==> config.mk <==
export PLATFORM = sky130hd
export DESIGN_NAME = nested_prio_ctrl
export DESIGN_NICKNAME = d
export VERILOG_FILES = /design/src/rtl/nprio_pkg.sv /design/src/rtl/nprio_regfile.sv /design/src/rtl/nprio_arbiter.sv /design/src/rtl/nested_prio_ctrl.sv
export SDC_FILE = /design/constraint.sdc
export NUM_CORES = 1
export LEC_CHECK = 0
export ABC_AREA = 1
export BUFFER_PORTS_ARGS = -buffer_cell sky130_fd_sc_hd__buf_2
export CAP_MARGIN = 20
export CORE_MARGIN = 8
export CORE_UTILIZATION = 45
export DETAILED_ROUTE_END_ITERATION = 16
export HOLD_SLACK_MARGIN = 0.06
export PLACE_DENSITY_LB_ADDON = 0.3
export RECOVER_POWER = 25
export SETUP_SLACK_MARGIN = 0.2
export SKIP_CTS_REPAIR_TIMING = 1
export SLEW_MARGIN = 20
export SYNTH_ARGS = -nofsm -noshare
export SYNTH_HDL_FRONTEND = slang
export SYNTH_SLANG_ARGS = --single-unit
==> constraint.sdc <==
create_clock -name clk -period 13 [get_ports clk]
set_clock_uncertainty 0.05 [all_clocks]
set_input_delay 0 -clock clk [delete_from_list [all_inputs] [get_ports clk]]
set_output_delay 0 -clock clk [all_outputs]
set_load 0.02 [all_outputs]
==> src/rtl/nprio_pkg.sv <==
package nprio_pkg;
    localparam int NUM_VEC = 14;
    localparam int LVL_W   = 2;
    localparam int DATA_W  = 8;
    localparam int SLOTS   = DATA_W / LVL_W;
    localparam int REG_CNT = (NUM_VEC + SLOTS - 1) / SLOTS;
    localparam int ADDR_W  = (REG_CNT > 1) ? $clog2(REG_CNT) : 1;
    localparam int VEC_W   = $clog2(NUM_VEC);

    localparam logic [LVL_W-1:0] LVL_MAIN = 2'b10;
    localparam logic [LVL_W-1:0] LVL_DIS  = 2'b11;

    typedef enum logic [1:0] {
        SRC_MASK = 2'b00,
        SRC_TOP  = 2'b01,
        SRC_TRAP = 2'b10,
        SRC_HRST = 2'b11
    } src_e;

    typedef struct packed {
        logic             valid;
        src_e             src;
        logic [VEC_W-1:0] vec;
        logic [LVL_W-1:0] lvl;
    } grant_t;

    // Map mask-bit code to numeric rank (0 lowest .. 3 highest).
    function automatic logic [1:0] lvl_rank(input logic [LVL_W-1:0] code);
        case (code)
            2'b10:   return 2'd0;
            2'b01:   return 2'd1;
            2'b00:   return 2'd2;
            default: return 2'd3;
        endcase
    endfunction
endpackage

==> src/rtl/nprio_regfile.sv <==
module nprio_regfile
    import nprio_pkg::*;
(
    input  logic                     clk,
    input  logic                     rst,
    input  logic                     wr_en,
    input  logic [ADDR_W-1:0]        addr,
    input  logic [DATA_W-1:0]        wdata,
    output logic [DATA_W-1:0]        rdata,
    output logic [NUM_VEC*LVL_W-1:0] prio_flat
);
    localparam int LAST_USED = NUM_VEC - SLOTS * (REG_CNT - 1);
    localparam logic [DATA_W-1:0] RO_MASK =
        (LAST_USED >= SLOTS) ? '0 : (DATA_W'('1) << (LAST_USED * LVL_W));

    logic [LVL_W-1:0] fld [NUM_VEC];

    for (genvar v = 0; v < NUM_VEC; v++) begin : g_fld
        localparam int REG_IX = v / SLOTS;
        localparam int SLOT   = v % SLOTS;
        logic hit;
        logic [LVL_W-1:0] wf;
        assign hit = wr_en && (addr == ADDR_W'(REG_IX));
        assign wf  = wdata[LVL_W*SLOT +: LVL_W];

        always_ff @(posedge clk) begin
            if (rst)
                fld[v] <= LVL_DIS;
            else if (hit && wf != LVL_MAIN)
                fld[v] <= wf;
        end
        assign prio_flat[LVL_W*v +: LVL_W] = fld[v];

        assert_main_code_kept_R3: assert property (@(posedge clk) disable iff (rst)
            (hit && wf == LVL_MAIN) |=> $stable(fld[v]));
        assert_never_main_stored_R3: assert property (@(posedge clk) disable iff (rst)
            fld[v] != LVL_MAIN);
    end

    always_comb begin
        rdata = '1;
        for (int v = 0; v < NUM_VEC; v++) begin
            if (addr == ADDR_W'(v / SLOTS))
                rdata[LVL_W*(v % SLOTS) +: LVL_W] = fld[v];
        end
    end

    assert_ro_bits_one_R4: assert property (@(posedge clk) disable iff (rst)
        (addr == ADDR_W'(REG_CNT - 1)) |-> ((rdata & RO_MASK) == RO_MASK));
endmodule

==> src/rtl/nprio_arbiter.sv <==
module nprio_arbiter
    import nprio_pkg::*;
(
    input  logic                     clk,
    input  logic                     rst,
    input  logic [NUM_VEC*LVL_W-1:0] prio_flat,
    input  logic [NUM_VEC-1:0]       pend,
    input  logic [LVL_W-1:0]         level,
    input  logic                     trap_req,
    input  logic                     hrst_req,
    output grant_t                   gnt
);
    logic [1:0] cur_rank;
    logic [1:0] best_rank;
    logic       found;
    logic [LVL_W-1:0] p;

    always_comb begin
        cur_rank  = lvl_rank(level);
        best_rank = '0;
        found     = 1'b0;
        gnt       = '{valid: 1'b0, src: SRC_MASK, vec: '0, lvl: level};
        // Line 0 is non-maskable; its field is never consulted here.
        for (int i = 1; i < NUM_VEC; i++) begin
            p = prio_flat[LVL_W*i +: LVL_W];
            if (pend[i] && lvl_rank(p) > cur_rank &&
                (!found || lvl_rank(p) > best_rank)) begin
                found     = 1'b1;
                best_rank = lvl_rank(p);
                gnt       = '{valid: 1'b1, src: SRC_MASK, vec: VEC_W'(i), lvl: p};
            end
        end
        if (trap_req)
            gnt = '{valid: 1'b1, src: SRC_TRAP, vec: '0, lvl: LVL_DIS};
        if (pend[0])
            gnt = '{valid: 1'b1, src: SRC_TOP, vec: '0, lvl: LVL_DIS};
        if (hrst_req)
            gnt = '{valid: 1'b1, src: SRC_HRST, vec: '0, lvl: LVL_DIS};
    end

    assert_mask_strictly_higher_R5: assert property (@(posedge clk) disable iff (rst)
        (gnt.valid && gnt.src == SRC_MASK) |-> (lvl_rank(gnt.lvl) > lvl_rank(level)));
    assert_mask_vec_in_range_R6: assert property (@(posedge clk) disable iff (rst)
        (gnt.valid && gnt.src == SRC_MASK) |-> (gnt.vec != '0 && gnt.vec < VEC_W'(NUM_VEC)));
endmodule

==> src/rtl/nested_prio_ctrl.sv <==
module nested_prio_ctrl
    import nprio_pkg::*;
(
    input  logic                 clk,
    input  logic                 rst,
    input  logic                 bus_wr,
    input  logic [ADDR_W-1:0]    bus_addr,
    input  logic [DATA_W-1:0]    bus_wdata,
    output logic [DATA_W-1:0]    bus_rdata,
    input  logic [NUM_VEC-1:0]   irq_pend,
    input  logic                 trap_req,
    input  logic                 hrst_req,
    input  logic                 ret_valid,
    input  logic [LVL_W-1:0]     ret_level,
    output logic                 ack_valid,
    output logic [1:0]           ack_src,
    output logic [VEC_W-1:0]     ack_vec,
    output logic [LVL_W-1:0]     cur_level
);
    logic [NUM_VEC*LVL_W-1:0] prio_flat;
    logic [LVL_W-1:0]         level_eff;
    grant_t                   gnt;

    nprio_regfile u_regs (
        .clk       (clk),
        .rst       (rst),
        .wr_en     (bus_wr),
        .addr      (bus_addr),
        .wdata     (bus_wdata),
        .rdata     (bus_rdata),
        .prio_flat (prio_flat)
    );

    // Return restores first, so arbitration sees the restored level.
    assign level_eff = ret_valid ? ret_level : cur_level;

    nprio_arbiter u_arb (
        .clk       (clk),
        .rst       (rst),
        .prio_flat (prio_flat),
        .pend      (irq_pend),
        .level     (level_eff),
        .trap_req  (trap_req),
        .hrst_req  (hrst_req),
        .gnt       (gnt)
    );

    always_ff @(posedge clk) begin
        if (rst) begin
            cur_level <= LVL_DIS;
            ack_valid <= 1'b0;
            ack_src   <= SRC_MASK;
            ack_vec   <= '0;
        end else begin
            ack_valid <= gnt.valid;
            ack_src   <= gnt.src;
            ack_vec   <= gnt.vec;
            cur_level <= gnt.valid ? gnt.lvl : level_eff;
        end
    end

    assert_reset_state_R1: assert property (@(posedge clk)
        rst |=> (cur_level == LVL_DIS && !ack_valid));
    assert_nonmask_disables_R9: assert property (@(posedge clk) disable iff (rst)
        (ack_valid && ack_src != SRC_MASK) |-> (cur_level == LVL_DIS && ack_vec == '0));
    assert_entry_raises_R6: assert property (@(posedge clk) disable iff (rst)
        (ack_valid && ack_src == SRC_MASK) |-> (lvl_rank(cur_level) > lvl_rank($past(level_eff))));
    assert_return_restores_R10: assert property (@(posedge clk) disable iff (rst)
        (ret_valid && !gnt.valid) |=> (cur_level == $past(ret_level)));
endmodule

==> impl_metrics.yaml <==
status:
  status: "complete, but fails checks"
  violations: "setup timing"
logic_synthesis:
  synthCells: 626
  synth_nets: 734
  netlist_area_um2: 4267
  ys_warn_count: 0
  ys_types: 39
  synth_seq_cells: 37
  ys_seq_area_share_pct: 23.93
  syn_area_per_cell_um2: 6.816
placed_design:
  numPortBuffers: 48
  gp_congestion: 0.9799
  dp_hpwl_um: 9274
pwr:
  p_switching_uw: 598.4
  p_int_uw: 612.8
  power_uw: 1211
  power_density_nw_per_um2: 214.2
  max-vdd-ir-drop_uv: 94.69
  switching_share_pct: 49.40
  power_frac_clock_pct: 8.2
  seqPwrFrac_pct: 12.0
  combPwrFrac_pct: 79.8
  leakage_uw: 0.002866
final_layout:
  diodes: 0
  final_common_cell: "nand2_1"
  layout.nets: 844
  area_delta_synth_final_pct: 32.52
  drive_above_1_share_pct: 28.22
  final_cell_mix: "nand2_1, inv_1, ha_1"
global_route:
  grt_pass1_vias: 4048
  grtUsageTotal_pct: 17.24
  antenna_found_initial: 0
  overflow: 0
  grt_first_pass_wirelength_um: 18330
  grt_max_degree: 20
setup_path:
  cp_num_buf_inv: 19
  arrival_ns: 13.32
  critPathMaxStageDelay_ns: 0.36
  cp_slowest_cell: "dfxtp_4"
  crit_path_start_kind: "flip-flop"
  crit_required_ns: 13.13
  path_class: "flip-flop to flip-flop"
  path_max_fanout: 8
  cp_top_family: "simple AND/OR/NAND/NOR gates"
  crit_path_end_kind: "flip-flop"
die:
  die_w_um: 113.4
  die_h_um: 113.4
  start_util_pct: 46.17
  core_area_um2: 9240
  rows: 35
  io_pins: 49
  die_area_um2: 12850
clocking:
  numClockSinks: 37
  ctsLongestPathBuffers: 2
  cts-buffers-inserted: 5
  clk_pin_slew_worst_paths_ns: 0.11
  h-tree-depth: 2
  cts-root-buf: "clkbuf_8"
  cts_tree: "done"
  clk_latency_ns: 0.31
flow_run:
  drv_cap: 0
detailed_routing:
  drc: 0
  drtIter0Drc: 221
  wl_per_cell_um: 14.61
  ant_nets: 0
  vias_per_cell: 5.150
  firstDrtPassIters: 5
  routed-via-count: 4460
  totalWireLength_um: 12650
timing:
  period_minus_slack_ns: 13.19
  relSlewSlack_pct: 67.51
  tightest_slew_ns: 0.4868
  setup_viol: 5
  drv_slew: 0
  hold_violations: 0
  max_freq_mhz: 75.82
  hold_slack_ns: 0.07230
  fin_crit_sh_pct: 101.5
  rsz0062_at_grt: "true"
  fin_ws_ns: -0.1894
worst_hold_path:
  hp-class: "input port to flip-flop"
synthesized netlist by cell type (all sizes together):
cell type	n	share of area, %
o21bai	2	0.35
a21oi	29	3.8
clkbuf	3	0.26
nor3	3	0.35
nand3b	3	0.82
clkinv	1	0.088
o21ai	39	4.6
o22ai	5	0.73
nand4	3	0.59
ha	76	22
a211oi	1	0.18
a31oi	2	0.29
o211ai	2	0.35
nor2	66	6.2
xor2	1	0.21
nand3	35	4.7
inv	104	9.2
nand2	197	19
dfxtp	9	4.2
or2	7	1.1
and2	8	1.2
edfxtp	28	20
o21a	1	0.18
a221oi	1	0.21
layout make-up:
type	count	area [um2]
fill	785	3586
clock inverter	2	13.76
inverter	105	401.6
tap	129	161.4
timing repair buffer	106	708.2
clock buffer	6	93.84
multi-input combinational	481	3249
sequential	37	1026
power by group through the flow:
stage	Combinational (uW)	Sequential [uW]	Clock (uW)
2_1_floorplan	499	149	0
3_3_place_gp	617	148	0
3_5_place_dp	650	148	0
4_1_cts	655	145	99.1
5_1_grt	1060	147	104
6_report	966	146	99.0
path summary, 6_finish.rpt:
path	start	to	slack, ns	depth (start not counted)
max	cur_level[0]	cur_level[1]	-0.19	110
min	irq_pend[13]	ack_vec[0]	0.07	5
max reg2reg	cur_level[0]	cur_level[1]	-0.19	110
min reg2reg	u_regs.fld[1][11]	cur_level[1]	0.61	4
worst min-delay path, stage by stage:
cell and delay [ns]:
buf_2 0.10, nand2_1 0.06, nor2_1 0.06, nand2_2 0.10
a21oi_1 0.07
cells by family after synthesis:
family,synth area share (%)
XOR/XNOR,0.2053
adder cells (fa/ha/maj),22.29
AND/OR/NAND/NOR,33.40
flip-flops,23.93
buffers and inverters,9.560
AO/OA/AOI/OAI,10.62
state kept, by name, summed over array words and instances (netlist names):
register    count
ack_valid       1
cur_level       2
ack_src         2
u_regs.fld     28
ack_vec         4
metrics by stage:
step	setup slack (ns)	area (um2)	std cells	util [%]	setup TNS, ns
floorplan	0.2197	4322	626	-	0
global placement	0.1764	4787	810	51.81	0
detailed placement	-0.4207	4787	810	51.81	-1.696
CTS	-0.5142	4895	818	52.97	-2.125
global route	-1.007	5654	866	61.19	-5.411
finish	-0.1894	5654	866	61.19	-0.6804
metal layers:
metal,share of wire [%],GRT usage (%),vias up
met1,43,20.98,2032
met4,3.4,4.973,0
met2,50,30.56,153
met3,4.3,2.800,31
li1,-,-,2244
met5,0,0,-
No activity file was read; power rests on OpenSTA's default activity.
